===== config.mk =====
export PLATFORM = sky130hd
export DESIGN_NAME = xlat_data_check
export DESIGN_NICKNAME = d
export VERILOG_FILES = /design/src/rtl/xlat_pkg.sv /design/src/rtl/xlat_mode_sel.sv /design/src/rtl/xlat_fault_eval.sv /design/src/rtl/xlat_data_check.sv
export SDC_FILE = /design/constraint.sdc
export NUM_CORES = 1
export LEC_CHECK = 0
export CAP_MARGIN = 10
export CORE_AREA = 2 2 115 162
export DETAILED_ROUTE_END_ITERATION = 8
export DIE_AREA = 0 0 117 164
export GPL_TIMING_DRIVEN = 0
export PLACE_DENSITY = 0.82
export SYNTH_ARGS = -nofsm -noshare
export SYNTH_HDL_FRONTEND = slang
export SYNTH_SLANG_ARGS = --single-unit

===== constraint.sdc =====
create_clock -name clk -period 2.15 [get_ports clk]
set_clock_uncertainty 0.15 [all_clocks]
set_input_delay 0.215 -clock clk [delete_from_list [all_inputs] [get_ports clk]]
set_output_delay 0.215 -clock clk [all_outputs]
set_load 0.1 [all_outputs]

===== src/rtl/xlat_pkg.sv =====
package xlat_pkg;

    typedef enum logic [1:0] {
        MD_KERNEL = 2'd0,
        MD_EXEC   = 2'd1,
        MD_SUPER  = 2'd2,
        MD_USER   = 2'd3
    } mode_e;

    typedef enum logic [2:0] {
        OUT_OK     = 3'd0,
        OUT_ALIGN  = 3'd1,
        OUT_PAGE   = 3'd2,
        OUT_ACV    = 3'd3,
        OUT_MISS   = 3'd4,
        OUT_PTMISS = 3'd5,
        OUT_MCHK   = 3'd6
    } outc_e;

    typedef enum logic [1:0] {
        S_IDLE  = 2'd0,
        S_EVAL  = 2'd1,
        S_REPLY = 2'd2
    } fsm_e;

    localparam int STAT_W   = 6;
    localparam int SB_WR    = 0;
    localparam int SB_BADVA = 1;
    localparam int SB_ACV   = 2;
    localparam int SB_MISS  = 3;
    localparam int SB_FONR  = 4;
    localparam int SB_FONW  = 5;

endpackage


===== src/rtl/xlat_mode_sel.sv =====
module xlat_mode_sel
    import xlat_pkg::*;
(
    input  logic  pc_lsb,
    input  logic  alt_req,
    input  mode_e cur_mode,
    input  mode_e alt_mode,
    output mode_e eff_mode
);
    always_comb begin
        if (pc_lsb)
            eff_mode = alt_req ? alt_mode : MD_KERNEL;
        else
            eff_mode = cur_mode;
    end
endmodule


===== src/rtl/xlat_fault_eval.sv =====
module xlat_fault_eval
    import xlat_pkg::*;
#(
    parameter int VA_W      = 64,
    parameter int VA_SIG_W  = 48,
    parameter int SIZE_W    = 4,
    parameter int PAGE_BITS = 13,
    parameter int PPN_W     = 32,
    parameter int PA_IMPL_W = 44,
    parameter int SP_HI     = 47,
    parameter int SP_LO     = 41,
    parameter logic [SP_HI-SP_LO:0] SP_TAG = 7'h7E,
    parameter int SP_EXT    = 40
) (
    input  logic [VA_W-1:0]   va,
    input  logic [SIZE_W-1:0] sz,
    input  logic              wr,
    input  logic              phys,
    input  logic              pte,
    input  mode_e             cur_mode,
    input  mode_e             eff_mode,
    input  logic              hit,
    input  logic [PPN_W-1:0]  ppn,
    input  logic [3:0]        rd_en,
    input  logic [3:0]        wr_en,
    input  logic              fonr,
    input  logic              fonw,
    output outc_e             outc,
    output logic [STAT_W-1:0] status,
    output logic [VA_W-1:0]   pa
);
    localparam int TPA_W = PPN_W + PAGE_BITS;

    logic [SIZE_W-1:0] sz_m1;
    logic              mis_al;
    logic              va_ok;
    logic              in_sp;
    logic [VA_W-1:0]   sp_pa;
    logic [VA_W-1:0]   tl_pa;
    logic              perm_ok;

    always_comb begin
        sz_m1  = sz - 1'b1;
        mis_al = |(va[SIZE_W-1:0] & sz_m1);
        va_ok  = (&va[VA_W-1:VA_SIG_W-1]) | ~(|va[VA_W-1:VA_SIG_W-1]);
        in_sp  = (va[SP_HI:SP_LO] == SP_TAG);

        sp_pa = '0;
        sp_pa[PA_IMPL_W-1:0] = va[PA_IMPL_W-1:0];
        sp_pa[PA_IMPL_W-1:SP_EXT] = {(PA_IMPL_W-SP_EXT){va[SP_EXT]}};

        tl_pa = '0;
        tl_pa[TPA_W-1:0] = {ppn, va[PAGE_BITS-1:0]};

        outc    = OUT_OK;
        status  = '0;
        pa      = '0;
        perm_ok = 1'b0;

        if (mis_al) begin
            outc = OUT_ALIGN;
            status[SB_WR] = wr;
        end else if (phys) begin
            pa = va;
        end else if (!va_ok) begin
            outc = OUT_PAGE;
            status[SB_WR]    = wr;
            status[SB_BADVA] = 1'b1;
            status[SB_ACV]   = 1'b1;
        end else if (in_sp) begin
            if (cur_mode != MD_KERNEL) begin
                outc = OUT_ACV;
                status[SB_WR]  = wr;
                status[SB_ACV] = 1'b1;
            end else begin
                pa = sp_pa;
            end
        end else if (!hit) begin
            outc = pte ? OUT_PTMISS : OUT_MISS;
            status[SB_WR]   = wr;
            status[SB_MISS] = 1'b1;
        end else if (wr) begin
            if (!wr_en[eff_mode]) begin
                outc = OUT_ACV;
                status[SB_WR]   = 1'b1;
                status[SB_ACV]  = 1'b1;
                status[SB_FONW] = fonw;
            end else if (fonw) begin
                outc = OUT_PAGE;
                status[SB_WR]   = 1'b1;
                status[SB_FONW] = 1'b1;
            end else begin
                perm_ok = 1'b1;
            end
        end else begin
            if (!rd_en[eff_mode]) begin
                outc = OUT_ACV;
                status[SB_ACV]  = 1'b1;
                status[SB_FONR] = fonr;
            end else if (fonr) begin
                outc = OUT_PAGE;
                status[SB_FONR] = 1'b1;
            end else begin
                perm_ok = 1'b1;
            end
        end

        if (perm_ok)
            pa = tl_pa;

        if (outc == OUT_OK && (|pa[VA_W-1:PA_IMPL_W]))
            outc = OUT_MCHK;
    end
endmodule


===== src/rtl/xlat_data_check.sv =====
module xlat_data_check
    import xlat_pkg::*;
#(
    parameter int VA_W      = 64,
    parameter int VA_SIG_W  = 48,
    parameter int SIZE_W    = 4,
    parameter int PAGE_BITS = 13,
    parameter int PPN_W     = 32,
    parameter int PA_IMPL_W = 44
) (
    input  logic              clk,
    input  logic              rst_n,
    input  logic              req_valid,
    input  logic [VA_W-1:0]   req_va,
    input  logic [SIZE_W-1:0] req_size,
    input  logic              req_write,
    input  logic              req_phys,
    input  logic              req_altmode,
    input  logic              req_ptefetch,
    input  logic              req_pc_lsb,
    input  logic [1:0]        cur_mode,
    input  logic [1:0]        alt_mode,
    input  logic              tlb_hit,
    input  logic [PPN_W-1:0]  tlb_ppn,
    input  logic [3:0]        tlb_rd_en,
    input  logic [3:0]        tlb_wr_en,
    input  logic              tlb_fonr,
    input  logic              tlb_fonw,
    output logic              rsp_valid,
    output logic [2:0]        rsp_outcome,
    output logic [STAT_W-1:0] rsp_status,
    output logic [VA_W-1:0]   rsp_pa
);
    fsm_e state, state_nxt;

    logic [VA_W-1:0]   q_va;
    logic [SIZE_W-1:0] q_sz;
    logic              q_wr, q_phys, q_alt, q_pte, q_pc;
    mode_e             q_cur, q_altm;
    logic              q_hit;
    logic [PPN_W-1:0]  q_ppn;
    logic [3:0]        q_re, q_we;
    logic              q_fonr, q_fonw;

    mode_e             eff_mode;
    outc_e             ev_outc;
    logic [STAT_W-1:0] ev_status;
    logic [VA_W-1:0]   ev_pa;

    always_comb begin
        state_nxt = state;
        unique case (state)
            S_IDLE:  state_nxt = req_valid ? S_EVAL : S_IDLE;
            S_EVAL:  state_nxt = S_REPLY;
            S_REPLY: state_nxt = S_IDLE;
            default: state_nxt = S_IDLE;
        endcase
    end

    always_ff @(posedge clk or negedge rst_n) begin
        if (!rst_n) state <= S_IDLE;
        else        state <= state_nxt;
    end

    always_ff @(posedge clk or negedge rst_n) begin
        if (!rst_n) begin
            q_va <= '0; q_sz <= '0; q_wr <= 1'b0; q_phys <= 1'b0;
            q_alt <= 1'b0; q_pte <= 1'b0; q_pc <= 1'b0;
            q_cur <= MD_KERNEL; q_altm <= MD_KERNEL; q_hit <= 1'b0;
            q_ppn <= '0; q_re <= '0; q_we <= '0;
            q_fonr <= 1'b0; q_fonw <= 1'b0;
        end else if (state == S_IDLE && req_valid) begin
            q_va <= req_va; q_sz <= req_size; q_wr <= req_write;
            q_phys <= req_phys; q_alt <= req_altmode; q_pte <= req_ptefetch;
            q_pc <= req_pc_lsb; q_cur <= mode_e'(cur_mode);
            q_altm <= mode_e'(alt_mode); q_hit <= tlb_hit; q_ppn <= tlb_ppn;
            q_re <= tlb_rd_en; q_we <= tlb_wr_en;
            q_fonr <= tlb_fonr; q_fonw <= tlb_fonw;
        end
    end

    xlat_mode_sel u_mode (
        .pc_lsb   (q_pc),
        .alt_req  (q_alt),
        .cur_mode (q_cur),
        .alt_mode (q_altm),
        .eff_mode (eff_mode)
    );

    xlat_fault_eval #(
        .VA_W      (VA_W),
        .VA_SIG_W  (VA_SIG_W),
        .SIZE_W    (SIZE_W),
        .PAGE_BITS (PAGE_BITS),
        .PPN_W     (PPN_W),
        .PA_IMPL_W (PA_IMPL_W)
    ) u_eval (
        .va       (q_va),
        .sz       (q_sz),
        .wr       (q_wr),
        .phys     (q_phys),
        .pte      (q_pte),
        .cur_mode (q_cur),
        .eff_mode (eff_mode),
        .hit      (q_hit),
        .ppn      (q_ppn),
        .rd_en    (q_re),
        .wr_en    (q_we),
        .fonr     (q_fonr),
        .fonw     (q_fonw),
        .outc     (ev_outc),
        .status   (ev_status),
        .pa       (ev_pa)
    );

    always_ff @(posedge clk or negedge rst_n) begin
        if (!rst_n) begin
            rsp_valid   <= 1'b0;
            rsp_outcome <= '0;
            rsp_status  <= '0;
            rsp_pa      <= '0;
        end else if (state == S_EVAL) begin
            rsp_valid   <= 1'b1;
            rsp_outcome <= ev_outc;
            rsp_status  <= ev_status;
            rsp_pa      <= ev_pa;
        end else begin
            rsp_valid   <= 1'b0;
            rsp_outcome <= '0;
            rsp_status  <= '0;
            rsp_pa      <= '0;
        end
    end
endmodule


==> out/metrics.yaml <==
cts_buffers: 17
path_class: "reg -> reg"
synth-seq-cells: 195
cp_max_fo: 5
netlist_top_cells_count: "195 x dfrtp_1, 117 x mux2_2, 37 x o21ai_0"
cts_sinks: 195
grt_pass1_wl_mm: 30.72
grt_pass1_vias: 5885
syn-num-nets: 700
wirelength_mm: 20.37
postSynthAreaPerCell_sq_um: 13.40
syn_area_sq_um: 7720
p_comb_share_pct: 26.6
post-dp-hpwl_mm: 14.01
worstSetupEndpointType: "register"
synth-seq-area-share_pct: 63.21
finalPower_mw: 11.06
worst_pin_slew_ns: 1.048
violations: "negative setup slack"
wire_per_inst_um: 19.09
setup_viol: 53
ir_worst_vdd_uv: 673.9
die_h_um: 164
grt-ovfl-total: 0
synth_cells: 576
htree_levels: 4
io_buffers: 196
async_flop_share_pct: 100.0
worstPathArrival_ns: 2.70
clkLatencyLatePin_ns: 0.42
place_area_sq_um: 10040
min_period_over_period_pct: 116.5
min_period_ns: 2.505
powerDensity_nw_per_um2: 997.9
rr_endpoint: "rsp_pa[36]$_DFF_PN0_"
yosys-top-cells-area: "dfrtp_1 63%, mux2_2 17%, o21ai_0 2.4%"
cts.clk_slew.worst_paths_ns: 0.07
max_slew_margin_pct: 30.38
place_inst: 1013
fp.coreArea_sq_um: 17780
placementRows: 58
pin_count: 197
finalHoldViolations: 0
drtIter0Drc: 411
synth_area_leader_cell: "dfrtp_1"
nets: 936
ys.flop_type: "dfrtp_1"
final_util_pct: 62.32
p_seq_share_pct: 43.4
maxCapViolations: 0
syn2layout_area_growth_pct: 43.53
final_area_sq_um: 11080
reg2reg_from: "q_va[55]$_DFFE_PN0P_"
yosysWarnings: 0
fmax_mhz: 399.2
p_switching_mw: 3.619
switching_share_pct: 32.73
yosysTopAreaCellShare_pct: 63.21
track_usage_pct: 21.35
yosysUniqueCellTypes: 46
r2r_setup_slack_ns: -0.36
antenna_found_initial: 0
clkPwrFrac_pct: 29.9
gp_congestion: 0.8292
hold_class: "in -> async"
multiInputGateArea_sq_um: 2877
leakage_nw: 5.123
cts_root_buffer: "clkbuf_16"
cts_tree: "built"
outcome: "finished, violations left"
drv_slew: 0
grt_max_degree: 116
clockBufferDepth: 2
synth-edff-count: 0
die-area_sq_um: 19190
rsz0062_at_grt: "yes"
drt_pass1_iterations: 4
num_vias: 5602
internal_power_mw: 7.438
drive_gt1_share_pct: 29.58
n_fill_cell: 1384
via_per_inst: 5.250
rr_worst_depth: 8
synth_most_common_cell: "dfrtp_1"
setup.worst_path.start_class: "register"
dp_slack_ns: -0.6814
start_util_pct: 43.42
layout_setup_ws_ns: -0.3551
final_antenna_net_count: 0
fin_cells: 1067
critPathRequiredTime_ns: 2.35
die_x_um: 117
drc: 0
area.sequential_sq_um: 4882
-- timing repair --
item	CTS	global route
gates resized for setup	121	37
gates cloned	0	2
hold buffers	1	0
pin swaps	30	11
setup endpoints to repair	251	72
hold endpoints to repair	80	0
setup buffers	16	3
-- sequential cells by signal, summed over array words and instances (netlist names), 2 cells and up --
| signal | cells |
|---|---|
| q_altm | 2 |
| q_ppn | 32 |
| q_sz | 4 |
| rsp_status | 6 |
| q_va | 64 |
| q_re | 4 |
| rsp_outcome | 3 |
| q_we | 4 |
| q_cur | 2 |
| rsp_pa | 64 |
-- per-layer routing --
metal | share of wire, % | track usage, % | wire (um) | vias up
met4 | 2.9 | 9.840 | 583 | 0
met3 | 5.8 | 6.347 | 1181 | 39
met5 | 0 | 0 | 0 | -
li1 | - | - | - | 2567
met2 | 53 | 36.73 | 10810 | 187
met1 | 38 | 24.14 | 7787 | 2809
-- metrics by stage --
step	hold slack [ns]	TNS, ns
3_3_place_gp	0.3319	-1482.46
4_1_cts	0.2064	-14.57
3_5_place_dp	0.08221	-78.20
6_report	0.1999	-15.03
2_1_floorplan	-0.2306	-0.3893
5_1_grt	0.2280	-21.99
-- power by group through the flow --
stage / sequential [mW] / combinational (mW) / clock, mW
2_1_floorplan: 5.34 / 1.32 / 0
3_3_place_gp: 4.81 / 2.74 / 0
3_5_place_dp: 4.83 / 2.80 / 0
4_1_cts: 4.77 / 2.86 / 3.38
5_1_grt: 4.88 / 3.15 / 3.55
6_report: 4.80 / 2.95 / 3.31
-- worst max-delay path, cell delays in order (launching register included) --
cell and delay, ns:
dfrtp_1 0.40, nor4_2 0.32, nand4_1 0.16, or4_4 0.50, a211oi_4 0.32, buf_6 0.18, buf_8 0.13, nand3_2 0.09
a21oi_2 0.17
-- cells by family (layout without fill, tap and decap cells) --
logic type,Yosys count,count (layout),share of synthesized area (%)
multiplexers,118,118,17.20
other,0,2,0
buffers and inverters,46,295,2.480
AND/OR/NAND/NOR,102,102,7.342
XOR/XNOR,1,1,0.1135
AO/OA/AOI/OAI,113,113,9.498
flip-flops,195,195,63.21
adder cells (fa/ha/maj),1,1,0.1620
-- worst max-delay path by stage --
| stage | start | end | slack, ns |
|---|---|---|---|
| CTS | q_va[55]$_DFFE_PN0P_ | rsp_pa[29]$_DFF_PN0_ | -0.35 |
| finish | q_va[55]$_DFFE_PN0P_ | rsp_pa[36]$_DFF_PN0_ | -0.36 |
| global placement | rst_n | rsp_valid$_DFF_PN0_ | -7.93 |
| global route | q_va[51]$_DFFE_PN0P_ | rsp_pa[36]$_DFF_PN0_ | -0.47 |
| floorplan | q_sz[0]$_DFFE_PN0P_ | rsp_status[4]$_DFF_PN0_ | -0.07 |
| detailed placement | q_va[45]$_DFFE_PN0P_ | rsp_pa[36]$_DFF_PN0_ | -0.68 |
-- placed cells by master, fill, tap and decap left out, drive strengths merged, types with 8 or more instances in the layout --
cell           count
o211a             13
buf               34
o21ai             38
nor2               8
nand3             35
inv               11
mux2             117
dfrtp            195
nand2              9
clkdlybuf4s50    121
a21oi             35
clkbuf            46
dlygate4sd2       74
and3              22
-- layout make-up --
class	count	area share [%]
Clock inverter	13	1.524
Antenna cell	2	0.04517
Timing Repair Buffer	219	19.25
Clock buffer	19	4.088
Buffer	38	2.157
Tap cell	240	2.710
Multi-Input combinational cell	335	25.96
Sequential cell	195	44.06
Inverter	6	0.2033
Power figures use the tool's default switching activity.
